==> config.mk <==
export PLATFORM = sky130hd
export DESIGN_NAME = phy_bringup
export DESIGN_NICKNAME = d
export VERILOG_FILES = /design/src/rtl/phy_bringup_pkg.sv /design/src/rtl/phy_bringup_timer.sv /design/src/rtl/phy_bringup_mdio_if.sv /design/src/rtl/phy_bringup.sv
export SDC_FILE = /design/constraint.sdc
export NUM_CORES = 1
export LEC_CHECK = 0
export BUFFER_PORTS_ARGS = -buffer_cell sky130_fd_sc_hd__buf_2
export CORE_MARGIN = 1
export CORE_UTILIZATION = 32
export CTS_BUF_LIST = sky130_fd_sc_hd__clkbuf_4 sky130_fd_sc_hd__clkbuf_8
export DETAILED_ROUTE_END_ITERATION = 7
export GPL_ROUTABILITY_DRIVEN = 0
export MAX_ROUTING_LAYER = met4
export SYNTH_ARGS = -nofsm -noshare
export SYNTH_HDL_FRONTEND = slang
export SYNTH_SLANG_ARGS = --single-unit
export TNS_END_PERCENT = 20
==> constraint.sdc <==
create_clock -name clk -period 2.6 [get_ports clk]
set_input_delay 0.26 -clock clk [delete_from_list [all_inputs] [get_ports clk]]
set_output_delay 0.26 -clock clk [all_outputs]
set_load 0.02 [all_outputs]
==> src/rtl/phy_bringup_pkg.sv <==
package phy_bringup_pkg;
  localparam int PHY_AW = 5;
  localparam int REG_AW = 5;
  localparam int DW     = 16;
  localparam int NUM_ADDR = 1 << PHY_AW;

  localparam logic [REG_AW-1:0] REG_CTRL = 5'd0;
  localparam logic [REG_AW-1:0] REG_STAT = 5'd1;

  localparam int BIT_RESET  = 15;
  localparam int BIT_ANEG   = 12;
  localparam int BIT_RESTRT = 9;
  localparam int BIT_FDX    = 8;
  localparam int BIT_LINK   = 2;

  typedef enum logic [2:0] {ST_IDLE, ST_HOLD, ST_ISSUE, ST_WAIT, ST_GAP} state_e;
  typedef enum logic [2:0] {PH_SCAN, PH_LINK, PH_SRST, PH_SRCHK, PH_ANEG, PH_POLL} phase_e;

  function automatic logic [DW-1:0] soft_reset_word();
    logic [DW-1:0] w;
    w = '0;
    w[BIT_RESET] = 1'b1;
    return w;
  endfunction

  function automatic logic [DW-1:0] aneg_word();
    logic [DW-1:0] w;
    w = '0;
    w[BIT_ANEG]   = 1'b1;
    w[BIT_RESTRT] = 1'b1;
    w[BIT_FDX]    = 1'b1;
    return w;
  endfunction

  function automatic logic ctrl_in_reset(input logic [DW-1:0] d);
    return d[BIT_RESET];
  endfunction

  function automatic logic stat_has_link(input logic [DW-1:0] d);
    return d[BIT_LINK];
  endfunction
endpackage

==> src/rtl/phy_bringup_timer.sv <==
module phy_bringup_timer #(
  parameter int W = 8
) (
  input  logic         clk,
  input  logic         rst_n,
  input  logic         load,
  input  logic [W-1:0] val,
  output logic         zero
);
  logic [W-1:0] cnt;

  always_ff @(posedge clk or negedge rst_n) begin
    if (!rst_n)          cnt <= '0;
    else if (load)       cnt <= val;
    else if (cnt != '0)  cnt <= cnt - 1'b1;
  end

  assign zero = (cnt == '0);
endmodule

==> src/rtl/phy_bringup_mdio_if.sv <==
module phy_bringup_mdio_if
  import phy_bringup_pkg::*;
(
  input  logic              clk,
  input  logic              rst_n,
  input  logic              go,
  input  logic              go_we,
  input  logic [PHY_AW-1:0] go_phy,
  input  logic [REG_AW-1:0] go_reg,
  input  logic [DW-1:0]     go_wdata,
  output logic              mdio_req,
  output logic              mdio_we,
  output logic [PHY_AW-1:0] mdio_phy,
  output logic [REG_AW-1:0] mdio_reg,
  output logic [DW-1:0]     mdio_wdata,
  input  logic              mdio_done,
  input  logic [DW-1:0]     mdio_rdata,
  output logic              rsp_valid,
  output logic [DW-1:0]     rsp_data
);
  logic busy;

  always_ff @(posedge clk or negedge rst_n) begin
    if (!rst_n) begin
      mdio_req   <= 1'b0;
      mdio_we    <= 1'b0;
      mdio_phy   <= '0;
      mdio_reg   <= '0;
      mdio_wdata <= '0;
      busy       <= 1'b0;
    end else begin
      mdio_req <= 1'b0;
      if (go && !busy) begin
        mdio_req   <= 1'b1;
        mdio_we    <= go_we;
        mdio_phy   <= go_phy;
        mdio_reg   <= go_reg;
        mdio_wdata <= go_wdata;
        busy       <= 1'b1;
      end else if (mdio_done) begin
        busy <= 1'b0;
      end
    end
  end

  assign rsp_valid = busy && mdio_done;
  assign rsp_data  = mdio_rdata;
endmodule

==> src/rtl/phy_bringup.sv <==
module phy_bringup
  import phy_bringup_pkg::*;
#(
  parameter int RST_HOLD_CYC = 750000,
  parameter int POLL_GAP_CYC = 500000,
  parameter int POLL_MAX     = 500,
  parameter int SRST_TRIES   = 10
) (
  input  logic              clk,
  input  logic              rst_n,
  input  logic              start,
  output logic              phy_rst_n,
  output logic              mdio_req,
  output logic              mdio_we,
  output logic [PHY_AW-1:0] mdio_phy,
  output logic [REG_AW-1:0] mdio_reg,
  output logic [DW-1:0]     mdio_wdata,
  input  logic              mdio_done,
  input  logic [DW-1:0]     mdio_rdata,
  output logic              done,
  output logic [PHY_AW-1:0] phy_addr,
  output logic              link_up,
  output logic              err_no_phy,
  output logic              err_soft_rst,
  output logic              warn_link_timeout
);
  localparam int TMAX = (RST_HOLD_CYC > POLL_GAP_CYC) ? RST_HOLD_CYC : POLL_GAP_CYC;
  localparam int TW   = $clog2(TMAX + 1);
  localparam int PW   = $clog2(POLL_MAX + 1);
  localparam int SW   = $clog2(SRST_TRIES + 1);
  localparam logic [PHY_AW-1:0] LAST_ADDR = PHY_AW'(NUM_ADDR - 1);

  state_e state;
  phase_e phase;
  logic [PHY_AW-1:0] scan_addr;
  logic [PW-1:0]     poll_cnt;
  logic [SW-1:0]     try_cnt;

  logic              go, go_we;
  logic [PHY_AW-1:0] go_phy;
  logic [REG_AW-1:0] go_reg;
  logic [DW-1:0]     go_wdata;
  logic              rsp_valid;
  logic [DW-1:0]     rsp_data;

  logic              tmr_load, tmr_zero;
  logic [TW-1:0]     tmr_val;

  // named internal events
  logic ev_start, ev_rsp, ev_poll_retry, ev_hold_end;

  assign ev_start      = start && (state == ST_IDLE);
  assign ev_rsp        = rsp_valid && (state == ST_WAIT);
  assign ev_hold_end   = (state == ST_HOLD) && tmr_zero;
  assign ev_poll_retry = ev_rsp && (phase == PH_POLL) && !stat_has_link(rsp_data)
                         && (poll_cnt != PW'(POLL_MAX - 1));

  assign tmr_load = ev_start || ev_poll_retry;
  assign tmr_val  = ev_start ? TW'(RST_HOLD_CYC - 1) : TW'(POLL_GAP_CYC - 1);

  phy_bringup_timer #(.W(TW)) u_tmr (
    .clk(clk), .rst_n(rst_n), .load(tmr_load), .val(tmr_val), .zero(tmr_zero)
  );

  always_comb begin
    go       = (state == ST_ISSUE);
    go_we    = 1'b0;
    go_phy   = phy_addr;
    go_reg   = REG_CTRL;
    go_wdata = '0;
    case (phase)
      PH_SCAN:  go_phy = scan_addr;
      PH_LINK:  go_reg = REG_STAT;
      PH_SRST:  begin go_we = 1'b1; go_wdata = soft_reset_word(); end
      PH_SRCHK: go_reg = REG_CTRL;
      PH_ANEG:  begin go_we = 1'b1; go_wdata = aneg_word(); end
      PH_POLL:  go_reg = REG_STAT;
      default:  go_reg = REG_CTRL;
    endcase
  end

  phy_bringup_mdio_if u_mif (
    .clk(clk), .rst_n(rst_n),
    .go(go), .go_we(go_we), .go_phy(go_phy), .go_reg(go_reg), .go_wdata(go_wdata),
    .mdio_req(mdio_req), .mdio_we(mdio_we), .mdio_phy(mdio_phy), .mdio_reg(mdio_reg),
    .mdio_wdata(mdio_wdata), .mdio_done(mdio_done), .mdio_rdata(mdio_rdata),
    .rsp_valid(rsp_valid), .rsp_data(rsp_data)
  );

  always_ff @(posedge clk or negedge rst_n) begin
    if (!rst_n) begin
      state             <= ST_IDLE;
      phase             <= PH_SCAN;
      scan_addr         <= '0;
      poll_cnt          <= '0;
      try_cnt           <= '0;
      phy_rst_n         <= 1'b1;
      done              <= 1'b0;
      phy_addr          <= '0;
      link_up           <= 1'b0;
      err_no_phy        <= 1'b0;
      err_soft_rst      <= 1'b0;
      warn_link_timeout <= 1'b0;
    end else begin
      done <= 1'b0;
      case (state)
        ST_IDLE: if (ev_start) begin
          state             <= ST_HOLD;
          phy_rst_n         <= 1'b0;
          phase             <= PH_SCAN;
          scan_addr         <= '0;
          phy_addr          <= '0;
          link_up           <= 1'b0;
          err_no_phy        <= 1'b0;
          err_soft_rst      <= 1'b0;
          warn_link_timeout <= 1'b0;
        end
        ST_HOLD: if (ev_hold_end) begin
          phy_rst_n <= 1'b1;
          state     <= ST_ISSUE;
        end
        ST_ISSUE: state <= ST_WAIT;
        ST_GAP:   if (tmr_zero) state <= ST_ISSUE;
        ST_WAIT: if (ev_rsp) begin
          state <= ST_ISSUE;
          case (phase)
            PH_SCAN: begin
              if (!ctrl_in_reset(rsp_data)) begin
                phy_addr <= scan_addr;
                phase    <= PH_LINK;
              end else if (scan_addr == LAST_ADDR) begin
                err_no_phy <= 1'b1;
                done       <= 1'b1;
                state      <= ST_IDLE;
              end else begin
                scan_addr <= scan_addr + 1'b1;
              end
            end
            PH_LINK: begin
              if (stat_has_link(rsp_data)) begin
                link_up <= 1'b1;
                done    <= 1'b1;
                state   <= ST_IDLE;
              end else begin
                phase <= PH_SRST;
              end
            end
            PH_SRST: begin
              phase   <= PH_SRCHK;
              try_cnt <= '0;
            end
            PH_SRCHK: begin
              if (!ctrl_in_reset(rsp_data)) begin
                phase <= PH_ANEG;
              end else if (try_cnt == SW'(SRST_TRIES - 1)) begin
                err_soft_rst <= 1'b1;
                done         <= 1'b1;
                state        <= ST_IDLE;
              end else begin
                try_cnt <= try_cnt + 1'b1;
              end
            end
            PH_ANEG: begin
              phase    <= PH_POLL;
              poll_cnt <= '0;
            end
            default: begin
              if (stat_has_link(rsp_data)) begin
                link_up <= 1'b1;
                done    <= 1'b1;
                state   <= ST_IDLE;
              end else if (ev_poll_retry) begin
                poll_cnt <= poll_cnt + 1'b1;
                state    <= ST_GAP;
              end else begin
                warn_link_timeout <= 1'b1;
                done              <= 1'b1;
                state             <= ST_IDLE;
              end
            end
          endcase
        end
        default: state <= ST_IDLE;
      endcase
    end
  end
endmodule

### Word-level counts from Yosys, hierarchy flattened

Cells that the tools add are included.

| cells by class | value |
|---|---|
| reduce and logical (&&, ||, !) cells | 37 |
| equal/unequal tests | 35 |
| bitwise operators | 1 |
| add/subtract/negate cells | 4 |
| mux-type cells | 78 |

Operator list:

| cell | number |
|---|---|
| $mux 20 | 3 |
| $mux 5 | 9 |
| $mux 3 | 11 |
| $pmux 16 s2 | 1 |
| $mux 1 | 31 |
| $pmux 3 s5 | 2 |
| $ne 2x2->1 const B | 14 |
| $reduce_and 6->1 | 4 |
| $logic_not 20->1 | 1 |
| $pmux 5 s2 | 2 |
| $reduce_and 5->1 | 4 |
| $reduce_bool 20->1 | 1 |
| $sub 20x1->20 const B | 1 |
| $mux 9 | 2 |
| $pmux 9 s2 | 1 |
| $eq 3x2->1 const B | 4 |
| $pmux 3 s4 | 1 |
| $reduce_bool 2->1 | 6 |
| $mux 2 | 5 |
| $ne 2x1->1 const B | 5 |
| $pmux 1 s2 | 5 |
| $add 9x1->9 const B | 1 |
| $eq 3x3->1 const B | 3 |
| $ne 3x3->1 const B | 3 |
| 22 further kinds | 35 |

| storage, ports and cells | value |
|---|---|
| output and inout bits | 39 |
| flip-flop bits (word level) | 84 |

### Depth between registers and ports, before layout

| logic depth | value |
|---|---|
| depth after elaboration | 10 |
| depth in mapped cells | 8 |
| depth with buffers taken out | 8 |

### Cells and area by module

From an unflattened synthesis, not the netlist that was laid out.

| second synthesis, totals | value |
|---|---|
| cell total of the unflattened synthesis | 444 |
| area, all modules | 4559.4 um^2 |

Modules (own cells, without submodules):

| module | area an instance (um^2) | cells an instance | times used |
|---|---|---|---|
| phy_bringup | 2082.0 | 238 | 1 |
| phy_bringup_mdio_if | 1292.5 | 79 | 1 |
| phy_bringup_timer | 1184.9 | 127 | 1 |

### Least setup slack after synthesis

OpenSTA, ideal clock, no wires.

| timing path | value |
|---|---|
| kind | register to register |
| start point | register u_tmr.cnt[0] |
| end point | register u_tmr.cnt[18] |
| arrival | 1.920 ns |
| slack | 0.598 ns |
| period minus slack after synthesis | 2.002 ns |
| path buffers | 0 |
| cell stages (with the launch flop) | 8 |
| library setup time | 0.082 ns |
| cells stage by stage | dfrtp_1 inv_1 ha_1 or3b_2 nor3_2 nand4_1 or3_1 a31oi_1 |

| between the ends | value |
|---|---|
| cells in the longest elaborated chain, start to end | 3 |

RTL lines:

| what | line | text |
|---|---|---|
| from (decl) | phy_bringup_timer.sv:10 | `logic [W-1:0] cnt;` |
| from (signal assigned) | phy_bringup_timer.sv:14 | `else if (load) cnt <= val;` |
| from (signal assigned) | phy_bringup_timer.sv:15 | `else if (cnt != '0) cnt <= cnt - 1'b1;` |
| $sub 20x1->20 | phy_bringup_timer.sv:15 |  |
| $mux 20 | phy_bringup_timer.sv:15 |  |
| $mux 20 | phy_bringup_timer.sv:14 |  |

Several ways; a longest one is shown, not always the timed one. The select of a mux whose other input is x is not followed.
A chain may end at the register's enable or synchronous reset.

### Worst setup path in the final report

Ends and elaborated chain as after synthesis.

==> metrics <==
Stages on worst setup path=7; clock buffer count from CTS=9; GR Util All Layers=14.7%; maximum fanout encountered on the critical timing path=7; TritonCTS clock tree=yes; highest clock rate=432 MHz; mux contribution to synthesized area=2.31%; Place WS=289 ps; cell taking the most area after synthesis=dfrtp_1; biggest regs=u_tmr.cnt x20, poll_cnt x9; status=completed; vias per inst=5.04; die boundary height=108 um; cell type group with the largest total delay on the critical path=simple AND/OR/NAND/NOR gates; flop and latch count out of synthesis=66; initial cell density of the core=33.2%; clock sinks=66; post-CTS clock slew at the launch and capture registers of the worst setup and hold paths=70 ps; clock skew=7.42 ps; maximum number of buffers from clock root to sink=2; number of global-route vias before repair=2,640; core area=0.0109 mm2; number of nets in the finished design=449; headroom to the max-slew limit=44.1%; share of the yosys chip area belonging to registers=45.6%; Area growth syn-to-layout=12.4%; post-synthesis area per instance=9.33 um2; RSZ-0062 raised after global routing=no; worst setup path category=flop to flop; Post-Synthesis Cells=389; Inserted Diodes=0; antenna viol nets, final=0; cell count after placement=551; total of hold buffers inserted after clock tree synthesis=0; wire length per cell=13.6 um; wire length reported by the detailed router=7710 um; via count=2,851; Max stage delay cell, worst path=or3b_2; Synth Area in Simple Gates=22.0%; min-delay worst type=input port to async pin; largest cells by area after synthesis=dfrtp_1 (45%), nand2_1 (5.0%), o21ai_0 (4.3%), nor2_1 (4.0%), xor2_1 (3.9%); share of the synthesized area in the top cell type=44.8%; initial antenna violation count=0; cell with the most instances after synthesis=dfrtp_1; final std cells w/o fill=566; post-synthesis xor/xnor area fraction=6.52%; Die W=108 um; adder and majority cell fraction of the synthesized area=2.41%; initial detailed-routing violation count=230; Crit path arrival time=2570 ps; buffer cell driving the clock tree root=clkbuf_8; number of buffers inserted to repair setup after CTS=0; Final Hold Fails=0; largest net degree at the start of global routing=36; number of remaining DRC errors=0; Ys Warns=0; Reg2Reg Depth=7; floorplan die area=0.0118 mm2; number of flip-flops under the largest register name=20; CP required=2860 ps; LEAKAGE=1.80 nW; share of async-settable or async-resettable flops after synthesis=100%; Largest Register=u_tmr.cnt; Pre-Repair DR Iteration Count=4; Netlist cell types=52; critical path launch point type=flop; stage delay of the slowest cell on the critical path=490 ps; VDD IR max=0.428 mV; Tcrit/Tclk final=89.0%; layout cells sized above 1=17.1%; Resized cells post-CTS=0; utilization after layout=37.3%; first-pass GRT wire length=13,000 um; dpl hpwl=5520 um; Worst Slack Setup Final=287 ps; worst skew pair latency=340 ps; number of enable flip-flop cells after synthesis=0; Cell Chain, Critical Path=inv_1 -> ha_1 -> or3b_2 -> nor3_2 -> nand4_1 -> or3_1 -> a31oi_1; count of max-cap constraint violations=0; CP bufs+invs=1; max-slew violations=0; final setup violation count=0; FP Rows=38; grt total ovfl=0; P per Cell Area=854 mW/mm2; setup TNS=0 ps; most used flip-flop cell after synthesis=dfrtp_1; post-synthesis instance area=0.00363 mm2; commonest cells in the synthesized netlist=dfrtp_1 (65), nand2_1 (48), nor2_1 (39); number of ports placed on the die boundary=59; slew at the pin with the worst max-slew slack=839 ps; type of element capturing the critical path=flop; Min Clock Period, post-route=2310 ps; H-tree depth=3; post-synthesis compound-gate area fraction=13.9%; main combinational cell family by area after synthesis=simple AND/OR/NAND/NOR gates; I/O Buffers=28
[kinds of logic (layout without fill, tap and decap cells)]
| group | after synthesis | after routing |
|---|---|---|
| AND/OR/NAND/NOR | 157 | 157 |
| AO/OA/AOI/OAI | 77 | 77 |
| XOR/XNOR | 27 | 27 |
| other | 1 | 16 |
| buffers and inverters | 46 | 68 |
| flip-flops | 66 | 66 |
| multiplexers | 8 | 8 |
| adder cells (fa/ha/maj) | 7 | 7 |
[per-stage QoR]
| stage | hold WS [ps] | cell area (um2) | power, mW |
|---|---|---|---|
| floorplan | -35.6 | 3680 | 2.39 |
| global placement | 407 | 3910 | 2.70 |
| detailed placement | 407 | 3910 | 2.73 |
| CTS | 38.3 | 4080 | 3.52 |
| global route | 56.2 | 4080 | 3.77 |
| finish | 22.8 | 4080 | 3.48 |
[cell type report]
class | count | area (um2)
multi-input combinational | 292 | 1780
tap | 140 | 175
timing repair buffer | 42 | 258
inverter | 11 | 41.3
clock inverter | 3 | 15.0
clock buffer | 12 | 159
fill | 1119 | 6860
sequential | 66 | 1650
[where the power goes]
part	switching, mW	internal (mW)	total, mW
combinational	0.809	0.472	1.28
clock	0.380	0.399	0.779
sequential	0.192	1.23	1.42
[worst paths after layout]
check,startpoint,endpoint,slack [ps]
worst max-delay path,u_tmr.cnt[0],u_tmr.cnt[18],290
worst min-delay path,rst_n,phy_addr[1],20
worst max register to register,u_tmr.cnt[0],u_tmr.cnt[18],290
worst min register to register,u_mif.mdio_phy[4],u_mif.mdio_phy[4],470
max in group asynchronous,rst_n,phy_rst_n,1860
min in group clk,mdio_done,u_mif.busy,140
[worst register-to-register path, cell delays in order, from the launching register on]
cell	delay, ps
dfrtp_1	390
inv_1	120
ha_1	170
or3b_2	490
nor3_2	400
nand4_1	180
or3_1	330
a31oi_1	170
[per-layer routing]
metal / wire [um] / global-route usage [%]
met1: 3840 / 20.0
met2: 3370 / 21.0
met3: 381 / 3.56
met4: 109 / 5.12
met5: 0 / -
[layout by cell type, fill, tap and decap left out, types with 6 or more instances in the layout]
| cell type | synthesis | routed |
|---|---|---|
| a21oi_1 | 9 | 9 |
| a31oi_1 | 7 | 7 |
| buf_2 | 4 | 28 |
| buf_4 | 18 | 13 |
| clkbuf_8 | 0 | 11 |
| conb_1 | 1 | 16 |
| dfrtp_1 | 65 | 65 |
| ha_1 | 7 | 7 |
| inv_1 | 11 | 11 |
| nand2_1 | 48 | 48 |
| nand3_1 | 10 | 10 |
| nand4_1 | 10 | 10 |
| nor2_1 | 39 | 39 |
| nor3_1 | 6 | 6 |
| nor4_1 | 7 | 7 |
| o21ai_0 | 31 | 31 |
| or3_1 | 8 | 8 |
| xnor2_1 | 11 | 11 |
| xor2_1 | 16 | 16 |
(Power assumes the default switching activity.)
